### src/rtl/nr_div_pkg.sv
package nr_div_pkg;
  typedef enum logic [2:0] {
    S_IDLE, S_NORM, S_ISSUE, S_WAIT, S_FIX, S_DONE
  } div_state_e;

  // which product the shared multiplier is forming
  typedef enum logic [1:0] {
    OP_DX,  // d * x
    OP_XE,  // x * (2 - d*x)
    OP_Q,   // dividend * x
    OP_R    // quotient * divisor
  } mul_op_e;
endpackage

### src/rtl/nr_lzc.sv
module nr_lzc #(
  parameter int unsigned W  = 32,
  localparam int unsigned CW = $clog2(W)
) (
  input  logic [W-1:0]  val_i,
  output logic [CW-1:0] cnt_o
);
  always_comb begin
    cnt_o = '0;
    for (int i = 0; i < W; i++) begin
      if (val_i[i]) cnt_o = CW'(W - 1 - i);
    end
  end
endmodule

### src/rtl/nr_seed.sv
module nr_seed #(
  parameter int unsigned W      = 32,
  parameter int unsigned SEED_W = 4,
  localparam int unsigned IDX_W = SEED_W + 2,
  localparam int unsigned XW    = W + 2
) (
  input  logic [IDX_W-1:0] idx_i,
  output logic [XW-1:0]    x0_o
);
  localparam int unsigned NENT = 1 << IDX_W;
  localparam int unsigned SMAX = (1 << SEED_W) - 1;

  logic [SEED_W-1:0] tbl [NENT];
  logic [SEED_W-1:0] seed;

  // seed = round(2^(IDX_W+SEED_W) / (2i+1)), clamped
  for (genvar i = 0; i < NENT; i++) begin : g_ent
    localparam int unsigned RAW = ((1 << (IDX_W + SEED_W + 1)) / (2 * i + 1) + 1) / 2;
    assign tbl[i] = (RAW > SMAX) ? SEED_W'(SMAX) : SEED_W'(RAW);
  end

  assign seed = tbl[idx_i];
  assign x0_o = XW'(seed) << (W - SEED_W + 1);

  always_comb begin
    if (idx_i[IDX_W-1]) AST_SEED_MSB: assert (seed[SEED_W-1]);
  end
endmodule

### src/rtl/nr_mul.sv
module nr_mul #(
  parameter int unsigned XW  = 34,
  parameter int unsigned LAT = 2,
  localparam int unsigned PW = 2 * XW,
  localparam int unsigned CW = $clog2(LAT + 1)
) (
  input  logic          clk_i,
  input  logic          rst_ni,
  input  logic          go_i,
  input  logic [XW-1:0] a_i,
  input  logic [XW-1:0] b_i,
  output logic [PW-1:0] p_o,
  output logic          valid_o
);
  logic [XW-1:0] a_q, b_q;
  logic [CW-1:0] cnt_q;
  logic          valid_q;

  always_ff @(posedge clk_i or negedge rst_ni) begin
    if (!rst_ni) begin
      a_q <= '0;
      b_q <= '0;
      cnt_q <= '0;
      valid_q <= 1'b0;
    end else begin
      valid_q <= 1'b0;
      if (go_i) begin
        a_q <= a_i;
        b_q <= b_i;
        cnt_q <= CW'(LAT);
      end else if (cnt_q != '0) begin
        cnt_q <= cnt_q - 1'b1;
        valid_q <= (cnt_q == CW'(1));
      end
    end
  end

  assign p_o = PW'(a_q) * PW'(b_q);
  assign valid_o = valid_q;

  AST_MUL_GO_IDLE: assert property (@(posedge clk_i) disable iff (!rst_ni)
    go_i |-> cnt_q == '0);
  AST_MUL_NO_EARLY: assert property (@(posedge clk_i) disable iff (!rst_ni)
    go_i |=> !valid_o);
endmodule

### src/rtl/nr_divider.sv
module nr_divider
  import nr_div_pkg::*;
#(
  parameter int unsigned W       = 32,
  parameter int unsigned SEED_W  = 4,
  parameter int unsigned MUL_LAT = 2
) (
  input  logic         clk_i,
  input  logic         rst_ni,
  input  logic         start_i,
  input  logic [W-1:0] dividend_i,
  input  logic [W-1:0] divisor_i,
  output logic         busy_o,
  output logic         done_o,
  output logic [W-1:0] quot_o,
  output logic [W-1:0] rem_o,
  output logic         div_zero_o
);
  localparam int unsigned XW      = W + 2;
  localparam int unsigned PW      = 2 * XW;
  localparam int unsigned RW      = W + 3;
  localparam int unsigned SW      = $clog2(W);
  localparam int unsigned IDX_W   = SEED_W + 2;
  localparam int unsigned ITERS   = $clog2(W / SEED_W) + 1;
  localparam int unsigned IW      = $clog2(ITERS + 1);
  localparam int unsigned FIX_MAX = 16;
  localparam int unsigned FW      = $clog2(FIX_MAX + 1);
  localparam int unsigned QSW     = $clog2(2 * W + 1);

  div_state_e state_q;
  mul_op_e    op_q;

  logic [W-1:0]         a_q, b_q, d_q;
  logic [SW-1:0]        sh_q;
  logic [XW-1:0]        x_q, e_q;
  logic [IW-1:0]        it_q;
  logic [W-1:0]         q_q;
  logic signed [RW-1:0] r_q;
  logic [FW-1:0]        fix_q;
  logic [W-1:0]         quot_q, rem_q;
  logic                 dz_q;

  // normalization and seed
  logic [SW-1:0] lz;
  logic [W-1:0]  d_norm;
  logic [XW-1:0] x_seed;

  nr_lzc #(.W(W)) u_lzc (.val_i(b_q), .cnt_o(lz));
  assign d_norm = b_q << lz;

  nr_seed #(.W(W), .SEED_W(SEED_W)) u_seed (
    .idx_i(d_norm[W-1 -: IDX_W]),
    .x0_o (x_seed)
  );

  // reciprocal operand trimmed to the precision of the current pass
  logic [XW-1:0] x_m;
  int            low_bits;
  always_comb begin
    low_bits = W + 1 - (SEED_W << it_q);
    if (int'(it_q) < ITERS - 1 && low_bits > 0)
      x_m = x_q & ~((XW'(1) << low_bits) - XW'(1));
    else
      x_m = x_q;
  end

  // shared multiplier
  logic          mul_go, mul_valid;
  logic [XW-1:0] mul_a, mul_b;
  logic [PW-1:0] mul_p;

  always_comb begin
    unique case (op_q)
      OP_DX:   begin mul_a = XW'(d_q); mul_b = x_m;        end
      OP_XE:   begin mul_a = x_m;      mul_b = e_q;        end
      OP_Q:    begin mul_a = XW'(a_q); mul_b = x_q;        end
      default: begin mul_a = XW'(q_q); mul_b = XW'(b_q);   end
    endcase
  end
  assign mul_go = (state_q == S_ISSUE);

  nr_mul #(.XW(XW), .LAT(MUL_LAT)) u_mul (
    .clk_i  (clk_i),
    .rst_ni (rst_ni),
    .go_i   (mul_go),
    .a_i    (mul_a),
    .b_i    (mul_b),
    .p_o    (mul_p),
    .valid_o(mul_valid)
  );

  logic [PW-1:0]        e_full;
  logic [QSW-1:0]       q_shift;
  logic signed [RW-1:0] r_first;
  logic signed [RW-1:0] b_ext;

  assign e_full  = (PW'(1) << (2 * W + 1)) - mul_p;
  assign q_shift = QSW'(2 * W) - QSW'(sh_q);
  assign r_first = $signed({3'b000, a_q}) - $signed(mul_p[RW-1:0]);
  assign b_ext   = $signed({3'b000, b_q});

  always_ff @(posedge clk_i or negedge rst_ni) begin
    if (!rst_ni) begin
      state_q <= S_IDLE;
      op_q    <= OP_DX;
      a_q     <= '0;
      b_q     <= '0;
      d_q     <= '0;
      sh_q    <= '0;
      x_q     <= '0;
      e_q     <= '0;
      it_q    <= '0;
      q_q     <= '0;
      r_q     <= '0;
      fix_q   <= '0;
      quot_q  <= '0;
      rem_q   <= '0;
      dz_q    <= 1'b0;
    end else begin
      unique case (state_q)
        S_IDLE: if (start_i) begin
          a_q <= dividend_i;
          b_q <= divisor_i;
          if (divisor_i == '0) begin
            quot_q  <= '1;
            rem_q   <= dividend_i;
            dz_q    <= 1'b1;
            state_q <= S_DONE;
          end else begin
            state_q <= S_NORM;
          end
        end
        S_NORM: begin
          d_q     <= d_norm;
          sh_q    <= lz;
          x_q     <= x_seed;
          it_q    <= '0;
          op_q    <= OP_DX;
          fix_q   <= '0;
          state_q <= S_ISSUE;
        end
        S_ISSUE: state_q <= S_WAIT;
        S_WAIT: if (mul_valid) begin
          unique case (op_q)
            OP_DX: begin
              e_q     <= XW'(e_full >> W);
              op_q    <= OP_XE;
              state_q <= S_ISSUE;
            end
            OP_XE: begin
              x_q     <= XW'(mul_p >> W);
              it_q    <= it_q + 1'b1;
              op_q    <= (int'(it_q) == ITERS - 1) ? OP_Q : OP_DX;
              state_q <= S_ISSUE;
            end
            OP_Q: begin
              q_q     <= W'(mul_p >> q_shift);
              op_q    <= OP_R;
              state_q <= S_ISSUE;
            end
            default: begin
              r_q     <= r_first;
              state_q <= S_FIX;
            end
          endcase
        end
        S_FIX: begin
          fix_q <= fix_q + 1'b1;
          if (r_q < 0) begin
            q_q <= q_q - 1'b1;
            r_q <= r_q + b_ext;
          end else if (r_q >= b_ext) begin
            q_q <= q_q + 1'b1;
            r_q <= r_q - b_ext;
          end else begin
            quot_q  <= q_q;
            rem_q   <= r_q[W-1:0];
            dz_q    <= 1'b0;
            state_q <= S_DONE;
          end
        end
        default: state_q <= S_IDLE;
      endcase
    end
  end

  assign busy_o     = (state_q != S_IDLE);
  assign done_o     = (state_q == S_DONE);
  assign quot_o     = quot_q;
  assign rem_o      = rem_q;
  assign div_zero_o = dz_q;

  AST_NORM_MSB: assert property (@(posedge clk_i) disable iff (!rst_ni)
    (state_q == S_ISSUE) |-> d_q[W-1]);
  AST_ITER_COUNT: assert property (@(posedge clk_i) disable iff (!rst_ni)
    (state_q == S_ISSUE && op_q == OP_Q) |-> (int'(it_q) == ITERS));
  AST_REM_BELOW: assert property (@(posedge clk_i) disable iff (!rst_ni)
    (done_o && !div_zero_o) |-> (rem_o < b_q));
  AST_FIX_BOUND: assert property (@(posedge clk_i) disable iff (!rst_ni)
    (state_q == S_FIX) |-> (fix_q < FW'(FIX_MAX)));
  AST_ZDIV_OUT: assert property (@(posedge clk_i) disable iff (!rst_ni)
    (done_o && div_zero_o) |-> (quot_o == '1 && rem_o == a_q));
  AST_DONE_PULSE: assert property (@(posedge clk_i) disable iff (!rst_ni)
    done_o |=> !done_o);
  AST_DONE_BUSY: assert property (@(posedge clk_i) disable iff (!rst_ni)
    done_o |-> busy_o);
  AST_HOLD_OPS: assert property (@(posedge clk_i) disable iff (!rst_ni)
    busy_o |=> ($stable(a_q) && $stable(b_q)));
endmodule

### config.mk
export PLATFORM = sky130hd
export DESIGN_NAME = nr_divider
export DESIGN_NICKNAME = d
export VERILOG_FILES = /design/src/rtl/nr_div_pkg.sv /design/src/rtl/nr_lzc.sv /design/src/rtl/nr_seed.sv /design/src/rtl/nr_mul.sv /design/src/rtl/nr_divider.sv
export SDC_FILE = /design/constraint.sdc
export NUM_CORES = 2
export LEC_CHECK = 0
export ABC_AREA = 1
export BUFFER_PORTS_ARGS = -buffer_cell sky130_fd_sc_hd__buf_2
export CAP_MARGIN = 0
export CORE_AREA = 2 2 483 485
export CTS_CLUSTER_DIAMETER = 30
export DETAILED_ROUTE_END_ITERATION = 10
export DIE_AREA = 0 0 485 487
export SLEW_MARGIN = 40
export SYNTH_ARGS = -nofsm -noshare
export SYNTH_HDL_FRONTEND = slang
export SYNTH_SLANG_ARGS = --single-unit
### constraint.sdc
create_clock -name clk_i -period 16.2 [get_ports clk_i]
set_input_delay 0.81 -clock clk_i [delete_from_list [all_inputs] [get_ports clk_i]]
set_output_delay 0.81 -clock clk_i [all_outputs]
set_load 0.02 [all_outputs]
# After elaboration in Yosys (flattened, before gate mapping)
# Memories as Yosys holds them, arrays and structs flattened.
# Index checks and enable logic that the tools add are counted.
# totals
reg_bits	380
romBits	256
in_bits	67
out_inout_bits	67
wordCells	164
memories	1
# mem_list
name	words	word_bits	rd	rd_ports_with_merged_regs	wr	line	source
(no name shown)	64	4	1	0	0	nr_seed.sv:22	assign seed = tbl[idx_i];
# op_classes
add_sub_neg	11
n_mul	1
magnitude_cmp	5
n_eq_ne	19
n_shift	4
mux	83
bitwise	3
n_reduce_logical	19
# ops
cell	count
$mux 32	12
$pmux 34 s3	2
$pmux 32 s2	3
$mux 5	32
$mux 35	4
$mux 34	3
$pmux 35 s2	1
$mul 34x34->68	1
$pmux 34 s2	1
$shr 68x7->32	1
$sub 66x66->66 const A	1
$add 35x33->35	1
$ge 35x33->1	1
$lt 35x1->1 const B	1
$sub 33x35->35	1
$sub 35x33->35	1
$and 34x34->34	1
$not 34->34	1
$shl 1x32->34 const A	1
$sub 34x1->34 const B	1
$add 32x1->32 const B	1
$gt 32x1->1 const B	1
$logic_not 32->1	1
$shl 3x3->32 const A	1
37 further kinds	71

# Depth between registers and ports, before layout
# depth
ltp_word	38
ltp_mapped	52
depth_no_buf	50

# Hierarchy
# A second synthesis with hierarchy kept.
# unflattened
cells_unflattened	10808
area_unflattened_um2	73434.2
# modules_own_cells
module	instances	cells_per_inst	area_each_um2	seq_area_each_um2
nr_mul	1	5850	43060.0	1776.7
nr_divider	1	4802	29604.6	7732.4
nr_lzc	1	102	432.9	0.0
nr_seed	1	54	336.6	0.0

# Least setup slack after synthesis
# No wires, ideal clock.
# synth_timing
path_kind	register -> register
startpoint	register u_mul.a_q[16]
endpoint	register e_q[24]
setup_time_ns	0.120
t_arrival_ns	8.107
required_time_ns	16.080
slack_ns	7.973
path_stages_with_launch	40
synth_period_minus_slack_ns	8.227
path_cell_list	dfrtp_1 -> clkbuf_1 -> clkbuf_1 -> nand2_1 -> fa_1 -> fa_1 -> fa_1 -> inv_1 -> fa_1 -> inv_1 -> fa_1 -> inv_1 -> fa_1 -> fa_1 -> inv_1 -> fa_1 -> inv_1 -> ha_1 -> (+4 left out) -> a31oi_1 -> o21ai_0 -> a21oi_1 -> inv_1 -> a21oi_1 -> inv_1 -> a21oi_1 -> inv_1 -> or2_0 -> nand2_1 -> inv_1 -> nor2_1 -> nand4_1 -> nor3_2 -> nand3_1 -> nor2_1 -> nand2_1 -> a31o_1
# synth_via
elab_chain_len	2
# synth_lines
item	line	source
start, declared	nr_mul.sv:15	logic [XW-1:0] a_q, b_q;
start signal, assigned	nr_mul.sv:28	a_q <= a_i;
$mul 34x34->68	nr_mul.sv:38	assign p_o = PW'(a_q) * PW'(b_q);
$sub 66x66->66	nr_divider.sv:97	assign e_full = (PW'(1) << (2 * W + 1)) - mul_p;
end signal, assigned	nr_divider.sv:146	e_q <= XW'(e_full >> W);
end, declared	nr_divider.sv:35	logic [XW-1:0] x_q, e_q;
# Every way passes these cells.
# A chain may end at the register's enable or synchronous reset.

# Worst setup path in the final report
# layout_timing
startpoint	register u_mul.b_q[11]
endpoint	register q_q[16]
# layout_via
elab_chain_len	5
# layout_lines
item	line	source
start, declared	nr_mul.sv:15	
start signal, assigned	nr_mul.sv:29	b_q <= b_i;
$mul 34x34->68	nr_mul.sv:38	
$shr 68x7->32	nr_divider.sv:157	q_q <= W'(mul_p >> q_shift);
$mux 32	nr_divider.sv:144	unique case (op_q)
$mux 32	nr_divider.sv:143	S_WAIT: if (mul_valid) begin
$pmux 32 s2	nr_divider.sv:120	unique case (state_q)
end signal, assigned	nr_divider.sv:157	
end signal, assigned	nr_divider.sv:170	q_q <= q_q - 1'b1;
end signal, assigned	nr_divider.sv:173	q_q <= q_q + 1'b1;
end, declared	nr_divider.sv:37	logic [W-1:0] q_q;
# Every way passes these cells. The select of a mux whose other input is x is not followed.

==> run summary <==
Outcome = finished clean
Synth cell types = 70
CP peak stage delay = 0.81 ns
CTS tree = built
Vias in the first global route = 63,200
Die X = 485 um
Root Driver = clkbuf_16
FFs w/ async S/R, synth = 1.00
Setup repair bufs after CTS = 0
Routed Antenna Nets = 0
Sequential fraction of the synthesis area = 0.138
Count of input and output buffers = 133
Overflow left after global routing = 0
Clock skew = 0.0322 ns
Worst-skew pair later-pin latency = 0.69 ns
Nets = 11,000
Crit path DAT = 10.98 ns
Setup crit end kind = flip-flop
Tightest Pin Transition = 0.970 ns
Reg clk slew, reported paths = 0.05 ns
Post-CTS Hold Fix Bufs = 0
Non-Filler Instances = 12,600
Total of warnings raised by yosys = 0
GP Congestion = 0.996
FF+latch area = 9510 um^2
Die height = 487 um
Type of the tightest min-delay check = input port to asynchronous set/reset pin
Max_slew headroom = 0.346
Worst Slack Setup Final = 5.79 ns
Synth Flop Type = dfrtp_1
WL final = 253,000 um
Filler cells = 24,700
Most frequent cells in the layout = nand2_1, inv_1, fa_1
Unrepaired setup endpoints after global routing = false
Dpl ws = 5.96 ns
Final Max Slew Viols = 0
Vias post-DR = 62,200
Initial Utilization = 0.298
Fin crit period = 10.41 ns
GRT Util Overall = 0.214
Die ar. = 236,000 um^2
Final setup vio count = 0
Crit Path Category = flip-flop to flip-flop
Setup TNS = 0 ns
Cts repair resizes = 0
Cell row count = 177
Dpl cell area = 72,600 um^2
Bufs on Longest Clock Path = 3
Crit Path Max Fanout = 18
Final non-filler cell area = 76,400 um^2
Hold Violations, Final = 0
Max Freq = 96.1 MHz
H-Tree Depth = 3
Net Count, Synth = 11,100
Antenna violations before repair = 11
# DRC = 0
Slowest CP cell = dfrtp_1
CP most frequent cell = inv_1
DRC marker count from the first detailed-route iteration = 5,426
Area of the multi-input gates = 49,400 um^2
CTS sink cnt = 380
Vias/cell = 4.94
IO Pins = 134
Core box area = 231,000 um^2
Synthesized area = 68,900 um^2
Syn_area_per_cell = 7.18 um^2
Hpwl dp = 200,000 um
Share of cells above drive strength 1 = 0.0653
Commonest non-fill, non-tap cell in the layout = nand2_1
Mapped Cells = 9,595
Placed Cells = 12,400
CP Launch Type = flip-flop
Largest net degree at the start of global routing = 83
DR pass1 iterations = 7
Seq cells post-synth = 380
Period utilisation layout = 0.642
Max cap viols = 0
Post-synth EDFFs = 0
First-pass GRT wire length = 390,000 um
Worst Path Required = 16.77 ns
DR WL/cell = 20.1 um
Inserted Clock Buffers = 102
Area added between synthesis and finish = 10.8%
## metrics by stage
step	util	hold WS, ns
finish	0.330	0.151
global route	0.330	0.204
CTS	0.330	0.159
detailed placement	0.314	0.468
global placement	0.314	0.462
floorplan	-	0.449
## worst max-delay path: cells and delay by family (launching register included)
family / cells / cell delay, ns
xor+xnor: 1 / 0.33
simple gates: 13 / 1.23
buf+inv: 10 / 1.14
flops: 1 / 0.81
fa+ha+maj: 9 / 4.44
compound gates: 10 / 2.35
## routing by layer
layer	up-vias	wire length, um	track usage
li1	28700	-	-
met1	30400	108000	0.286
met2	2536	112000	0.338
met3	532	19100	0.0339
met4	6	13300	0.101
met5	-	34	0
## cell type report
class	count	area share
Tap cell	3043	0.0499
Inverter	2169	0.107
Clock inverter	68	0.0118
Clock buffer	120	0.0362
Multi-Input combinational cell	6525	0.647
Timing Repair Buffer	278	0.0233
Antenna cell	4	0.000131
Sequential cell	380	0.125
## synth_stat cells (7+ instances only)
library cell  count  area (um^2)
a211oi_1          7         52.6
a21boi_0         13         97.6
a21o_1            7         52.6
a21oi_1         413         2070
a21oi_4           7          114
a22oi_1          24          180
a31oi_1          89          557
buf_1            28          105
buf_2            17         85.1
clkbuf_1        475         1780
clkinv_1          7         26.3
dfrtp_1         380         9510
fa_1           1024        20500
ha_1            426         5330
inv_1          2147         8060
inv_2            14         52.6
mux2_2           32          360
nand2_1        2616         9820
nand3_1         489         2450
nand4_1          38          238
nor2_1          450         1690
nor3_1           42          210
nor3_2            8         80.1
nor4_1           17          106
o211ai_1         82          616
o21a_1           16          120
o21ai_0         412         2060
o21ai_1          23          115
o21ai_2           8         70.1
o21bai_1         10         75.1
o221ai_1         15          131
o22ai_1          22          138
o31ai_1          47          353
or2_2            21          131
xnor2_1          24          210
xor2_1           59          517
## sequential cells by signal, summed over array words and instances (netlist names)
| register | flops |
|---|---|
| r_q | 35 |
| div_zero_o | 1 |
| state_q | 3 |
| u_mul.cnt_q | 2 |
| x_q | 34 |
| sh_q | 5 |
| q_q | 32 |
| u_mul.a_q | 34 |
| e_q | 34 |
| a_q | 32 |
| op_q | 2 |
| b_q | 32 |
| it_q | 3 |
| u_mul.valid_o | 1 |
| quot_o | 32 |
| d_q | 32 |
| rem_o | 32 |
| u_mul.b_q | 34 |
## logic make-up (layout without fill, tap and decap cells)
family                   after synthesis  after routing  share of synthesized area
AO/OA/AOI/OAI                       1232           1232                      0.104
other                                  0              4                          0
flip-flops                           380            380                      0.138
multiplexers                          38             38                    0.00610
AND/OR/NAND/NOR                     3712           3712                      0.217
adder cells (fa/ha/maj)             1450           1450                      0.375
XOR/XNOR                              93             93                     0.0129
buffers and inverters               2690           2635                      0.147
## path summary, 6_finish.rpt
| kind | start | endpoint | slack (ns) | cells after the start |
|---|---|---|---|---|
| min reg2reg | u_mul.a_q[31]$_DFFE_PN0P_ | u_mul.a_q[31]$_DFFE_PN0P_ | 0.48 | 2 |
| max | u_mul.b_q[11]$_DFFE_PN0P_ | q_q[16]$_DFFE_PN0P_ | 5.79 | 43 |
| max in group asynchronous | rst_ni | it_q[2]$_DFFE_PN0P_ | 14.25 | 3 |
| min | rst_ni | quot_o[10]$_DFFE_PN0P_ | 0.15 | 1 |
| min in group clk_i | dividend_i[24] | a_q[24]$_DFFE_PN0P_ | 0.37 | 2 |
| max reg2reg | u_mul.b_q[11]$_DFFE_PN0P_ | q_q[16]$_DFFE_PN0P_ | 5.79 | 43 |
Power is not shown: default switching activity piles up to over one toggle a cycle in this logic, so the estimate is an artifact.
